**src/rtl/bundle_pkg.sv**
```systemverilog
package bundle_pkg;
  localparam int SLOT_W     = 41;
  localparam int TMPL_W     = 5;
  localparam int NUM_SLOTS  = 3;
  localparam int TYPE_W     = 3;
  localparam int BUNDLE_W   = TMPL_W + NUM_SLOTS * SLOT_W;
  localparam int NUM_BASE   = 12;
  localparam int LEGAL_CODES = NUM_BASE * 2;

  localparam logic [TYPE_W-1:0] CLS_M = 3'd0;
  localparam logic [TYPE_W-1:0] CLS_I = 3'd1;
  localparam logic [TYPE_W-1:0] CLS_F = 3'd2;
  localparam logic [TYPE_W-1:0] CLS_B = 3'd3;
  localparam logic [TYPE_W-1:0] CLS_L = 3'd4;

  typedef struct packed {
    logic load;
  } ctrlStrobes_t;

  typedef struct packed {
    logic [NUM_SLOTS-1:0][TYPE_W-1:0] types;
    logic [NUM_SLOTS-1:0]             stops;
    logic [NUM_SLOTS-1:0]             slotValid;
    logic                             longPair;
    logic                             illegal;
  } tmplInfo_t;

  function automatic tmplInfo_t decodeTemplate(input logic [TMPL_W-1:0] code);
    tmplInfo_t   d;
    logic [3:0]  base;
    base = code[TMPL_W-1:1];
    d = '0;
    if (int'(code) >= LEGAL_CODES) begin
      d.illegal = 1'b1;
    end else begin
      d.slotValid = '1;
      d.stops[2]  = code[0];
      d.types[0]  = CLS_M;
      case (base)
        4'd0, 4'd1: begin d.types[1] = CLS_I; d.types[2] = CLS_I; d.stops[1] = (base == 4'd1); end
        4'd2:       begin d.types[1] = CLS_L; d.types[2] = CLS_I; d.longPair = 1'b1; end
        4'd3, 4'd4: begin d.types[1] = CLS_M; d.types[2] = CLS_I; d.stops[0] = (base == 4'd4); end
        4'd5:       begin d.types[1] = CLS_F; d.types[2] = CLS_I; end
        4'd6:       begin d.types[1] = CLS_M; d.types[2] = CLS_F; end
        4'd7:       begin d.types[1] = CLS_I; d.types[2] = CLS_B; end
        4'd8:       begin d.types[1] = CLS_B; d.types[2] = CLS_B; end
        4'd9:       begin d.types[0] = CLS_B; d.types[1] = CLS_B; d.types[2] = CLS_B; end
        4'd10:      begin d.types[1] = CLS_M; d.types[2] = CLS_B; end
        default:    begin d.types[1] = CLS_F; d.types[2] = CLS_B; end
      endcase
    end
    return d;
  endfunction
endpackage

```
**src/rtl/bundle_ctrl.sv**
```systemverilog
module bundle_ctrl
  import bundle_pkg::*;
(
  input  logic         clk,
  input  logic         rstN,
  input  logic         inValid,
  input  logic         outReady,
  output logic         inReady,
  output logic         outValid,
  output ctrlStrobes_t strobes
);
  assign inReady      = outReady || !outValid;
  assign strobes.load = inValid && inReady;

  always_ff @(posedge clk) begin
    if (!rstN)             outValid <= 1'b0;
    else if (strobes.load) outValid <= 1'b1;
    else if (outReady)     outValid <= 1'b0;
  end

  // an accepted bundle is presented on the next cycle
  a_r7_accept_shows: assert property (@(posedge clk) disable iff (!rstN)
    (inValid && inReady) |=> outValid);
  // a stalled output stays valid
  a_r8_stall_keeps_valid: assert property (@(posedge clk) disable iff (!rstN)
    (outValid && !outReady) |=> outValid);
endmodule

```
**src/rtl/bundle_dpath.sv**
```systemverilog
module bundle_dpath
  import bundle_pkg::*;
#(
  parameter int SLOTS  = NUM_SLOTS,
  parameter int SW     = SLOT_W,
  parameter int TW     = TMPL_W,
  localparam int BW    = TW + SLOTS * SW
)(
  input  logic                          clk,
  input  logic                          rstN,
  input  ctrlStrobes_t                  strobes,
  input  logic [BW-1:0]                 inBundle,
  output logic [SLOTS-1:0][SW-1:0]      outSlots,
  output logic [SLOTS-1:0][TYPE_W-1:0]  outTypes,
  output logic [SLOTS-1:0]              outStop,
  output logic [SLOTS-1:0]              outSlotValid,
  output logic                          outLongPair,
  output logic                          outIllegal
);
  logic [SLOTS-1:0][SW-1:0] slotWords;
  tmplInfo_t                info;

  for (genvar g = 0; g < SLOTS; g++) begin : g_split
    assign slotWords[g] = inBundle[TW + g*SW +: SW];
  end

  assign info = decodeTemplate(inBundle[TW-1:0]);

  always_ff @(posedge clk) begin
    if (!rstN) begin
      outSlots     <= '0;
      outTypes     <= '0;
      outStop      <= '0;
      outSlotValid <= '0;
      outLongPair  <= 1'b0;
      outIllegal   <= 1'b0;
    end else if (strobes.load) begin
      outSlots     <= slotWords;
      outTypes     <= info.types;
      outStop      <= info.stops;
      outSlotValid <= info.slotValid;
      outLongPair  <= info.longPair;
      outIllegal   <= info.illegal;
    end
  end

  // never two built-in stops in one bundle
  a_r4_one_mid_stop: assert property (@(posedge clk) disable iff (!rstN)
    $countones(outStop[1:0]) <= 1);
  // reserved code gives no usable slot
  a_r5_reserved_quiet: assert property (@(posedge clk) disable iff (!rstN)
    outIllegal |-> (outSlotValid == '0 && outStop == '0 && !outLongPair));
  // long pair occupies slots 1 and 2 as L then I
  a_r6_long_pair_types: assert property (@(posedge clk) disable iff (!rstN)
    outLongPair |-> (outTypes[1] == CLS_L && outTypes[2] == CLS_I));
endmodule

```
**src/rtl/bundle_unpacker.sv**
```systemverilog
module bundle_unpacker
  import bundle_pkg::*;
(
  input  logic                              clk,
  input  logic                              rstN,
  input  logic                              inValid,
  output logic                              inReady,
  input  logic [BUNDLE_W-1:0]               inBundle,
  output logic                              outValid,
  input  logic                              outReady,
  output logic [NUM_SLOTS-1:0][SLOT_W-1:0]  outSlots,
  output logic [NUM_SLOTS-1:0][TYPE_W-1:0]  outTypes,
  output logic [NUM_SLOTS-1:0]              outStop,
  output logic [NUM_SLOTS-1:0]              outSlotValid,
  output logic                              outLongPair,
  output logic                              outIllegal
);
  ctrlStrobes_t strobes;

  bundle_ctrl u_ctrl (
    .clk(clk), .rstN(rstN), .inValid(inValid), .outReady(outReady),
    .inReady(inReady), .outValid(outValid), .strobes(strobes)
  );

  bundle_dpath #(.SLOTS(NUM_SLOTS), .SW(SLOT_W), .TW(TMPL_W)) u_dpath (
    .clk(clk), .rstN(rstN), .strobes(strobes), .inBundle(inBundle),
    .outSlots(outSlots), .outTypes(outTypes), .outStop(outStop),
    .outSlotValid(outSlotValid), .outLongPair(outLongPair), .outIllegal(outIllegal)
  );

  // stalled output set does not change
  a_r8_hold_data: assert property (@(posedge clk) disable iff (!rstN)
    (outValid && !outReady) |=> ($stable(outSlots) && $stable(outTypes) &&
                                 $stable(outStop) && $stable(outIllegal)));
  // an empty output stage always accepts
  a_r9_empty_ready: assert property (@(posedge clk) disable iff (!rstN)
    !outValid |-> inReady);
endmodule

```
**config.mk**
```make
export PLATFORM = sky130hd
export DESIGN_NAME = bundle_unpacker
export DESIGN_NICKNAME = d
export VERILOG_FILES = /design/src/rtl/bundle_pkg.sv /design/src/rtl/bundle_ctrl.sv /design/src/rtl/bundle_dpath.sv /design/src/rtl/bundle_unpacker.sv
export SDC_FILE = /design/constraint.sdc
export NUM_CORES = 1
export LEC_CHECK = 0
export ABC_AREA = 1
export BUFFER_PORTS_ARGS = -buffer_cell sky130_fd_sc_hd__buf_2
export CAP_MARGIN = 5
export CORE_AREA = 2 2 105 107
export DETAILED_ROUTE_END_ITERATION = 6
export DIE_AREA = 0 0 107 109
export GPL_TIMING_DRIVEN = 0
export PLACE_DENSITY = 0.94
export SLEW_MARGIN = 20
export SYNTH_ARGS = -nofsm -noshare
export SYNTH_HDL_FRONTEND = slang
export SYNTH_HIERARCHICAL = 1
export SYNTH_SLANG_ARGS = --single-unit
```
**constraint.sdc**
```tcl
create_clock -name clk -period 2.1 [get_ports clk]
set_clock_uncertainty 0.05 [all_clocks]
set_input_delay 0.42 -clock clk [delete_from_list [all_inputs] [get_ports clk]]
set_output_delay 0.42 -clock clk [all_outputs]
set_load 0.02 [all_outputs]
```
==> run metrics <==
crit start category=flop; Synth Register Bits=136; gr usage total=0.245; Final Max Slew Viols=0; Post-Syn Instances=611; initial antenna violation count=0; # nets final=1,034; mapped cell area=0.00484 mm²; Die X-Extent=107 µm; sequential cell area=0.00272 mm²; I/O pin total=274; Adder-Cell Fraction of Synth Area=0; Peak VDD IR=0.600 mV; overall via count from detail_route=5,100; die area=0.0117 mm²; Fin. Hold Viols=0; layout cells sized above 1=0.364; main combinational cell family by area after synthesis=simple AND/OR/NAND/NOR gates; depth of the worst hold-timing path=3; f_max=593 MHz; Vias/cell=4.83; gp weighted congestion=0.836; reg-to-reg endpoint=u_dpath/outSlots[41]; multi-input logic area=0.00179 mm²; Worst-path clk slew=60 ps; Layout Utilization=0.667; met2 WL=7070 µm; fin crit share=0.803; I/O Buffers=271; worst endpoint data arrival time=2040 ps; # resized after CTS=0; complex-gate fraction of the synthesized area=0.151; Layout area overhead=46.2%; hold path startpoint=inBundle[125]; status=completed; wire per inst=13.8 µm; MaxCap Viol Count=0; TritonCTS sink count=136; post-route ant nets=0; most common cell after layout, fill and taps aside=buf_2; post-synthesis mux area share=0; HP Class=primary input to flop; Post-route DRC=0; Post-synth top flop=dfxtp_1; starting density of the core=0.457; P per Cell Area=1050 mW/mm²; core area=0.0106 mm²; iteration count of the initial detailed-routing pass=4; WP data required=2450 ps; worst reg2reg path startpoint=u_ctrl/outValid; CP Class=flop to flop; antenna cells=0; min cycle time layout=1690 ps; # H-tree levels=4; largest net degree at the start of global routing=17; Worst Hold Path EP=u_dpath/outSlots[120]; Row Count=38; Setup Buffers After CTS=0; 1st-iter DRT viols=362; Clock Path Buffers=2; CTS Buf Count=17; Mean Syn Cell Area=7.92 µm²; global route overflow=0; die height=109 µm; library cells used by synthesis=21; Synth warnings=6; Final HPWL DP=10,600 µm; unrepaired setup endpoints after global routing=no; asr flop ratio synth=0; CTS Root Buffer Type=clkbuf_8; Post-synth EDFFs=0; most frequent cells in the layout=278 x buf_2, 253 x nor2_1, 136 x dfxtp_1, 127 x o21ai_0, 24 x clkbuf_1; Hold Buf Count CTS=0; Worst Setup End Kind=flop; FILL cells=916; routed wire length=14,500 µm; xor/xnor share of the synthesized area=0; number of global-route vias before repair=4,740; TritonCTS clock tree=done; total negative slack=0 ps; first-pass GRT wire length=22,400 µm; clk_lat worst skew=510 ps; crit-path max FO=10; metal3 WL=1360 µm; R2R Setup Slk=410 ps; Reg2Reg Depth=8; uppermost layer routed=met4; Pleak=3.63 nW; M1 wire length=5750 µm; Seq/Total Area, Yosys=0.562; final setup violation count=0; simple-gate share of the synthesized area=0.217
## logic make-up (layout without fill, tap and decap cells)
family | after synthesis | in the layout
AO/OA/AOI/OAI | 142 | 142
buffers and inverters | 56 | 359
flip-flops | 136 | 136
other | 1 | 2
AND/OR/NAND/NOR | 276 | 276
## metrics by stage
step | worst slack [ps] | power [mW] | instances | area, µm² | hold WS, ps
global route | 308 | 7.69 | 1055 | 7080 | 57.8
finish | 414 | 7.40 | 1055 | 7080 | 76.8
floorplan | 573 | 3.52 | 612 | 4840 | 490
global placement | 265 | 3.93 | 1023 | 6380 | 399
CTS | 399 | 7.44 | 1055 | 7080 | 56.1
detailed placement | 220 | 3.96 | 1023 | 6380 | 402
## flip-flops by register name, indices dropped and copies added (netlist names)
| signal | flops |
|---|---|
| u_dpath/outStop | 3 |
| u_ctrl/outValid | 1 |
| u_dpath/outTypes | 6 |
| u_dpath/outLongPair | 1 |
| u_dpath/outIllegal | 1 |
| u_dpath/outSlots | 123 |
| u_dpath/outSlotValid | 1 |
## report_power, final
group	switching [mW]	total (mW)	internal [mW]
Sequential	0.0910	2.87	2.78
Combinational	0.665	1.04	0.376
Clock	1.10	3.48	2.39
Total	1.85	7.40	5.54
## Yosys cell counts (2+ instances only)
library cell	number	area, µm²
a21oi_1	11	55.1
a21oi_2	2	17.5
buf_2	7	35.0
buf_4	8	60.1
buf_6	7	78.8
buf_8	2	30.0
clkbuf_1	23	86.3
dfxtp_1	136	2720
inv_1	6	22.5
nand2_1	17	63.8
nand3_1	4	20.0
nor2_1	253	950
o21ai_0	127	636
## how the worst max path moves through the flow
stage,startpoint,end,slack (ps),depth (start not counted)
after floorplan,inValid,u_dpath/outSlots[0],570,9
after CTS,u_dpath/outTypes[0],outTypes[1],400,2
after detailed placement,inValid,u_dpath/outSlots[68],220,10
after global placement,inValid,u_dpath/outSlots[67],260,10
final,u_ctrl/outValid,u_dpath/outSlots[41],410,8
after global routing,u_ctrl/outValid,u_dpath/outSlots[74],310,8
## per-layer routing
metal,vias to the layer above,global-route usage
li1,2534,-
met1,2311,0.281
met2,229,0.411
met3,26,0.0903
met4,0,0.109
met5,-,0
## cell type report
class,count,area share
multi-input combinational,420,0.253
tap,140,0.0248
inverter,9,0.00584
sequential,136,0.385
clock buffer,21,0.0649
buffer,47,0.0410
timing repair buffer,271,0.192
clock inverter,11,0.0340
## worst max-delay path: stages, from the launching register on
cell and delay [ps]:
dfxtp_1 330, a21oi_1 280, buf_6 220, buf_8 160, inv_8 60, buf_8 150
buf_6 140, nor2_1 110, nor2_1 60
(Power assumes the default switching activity.)
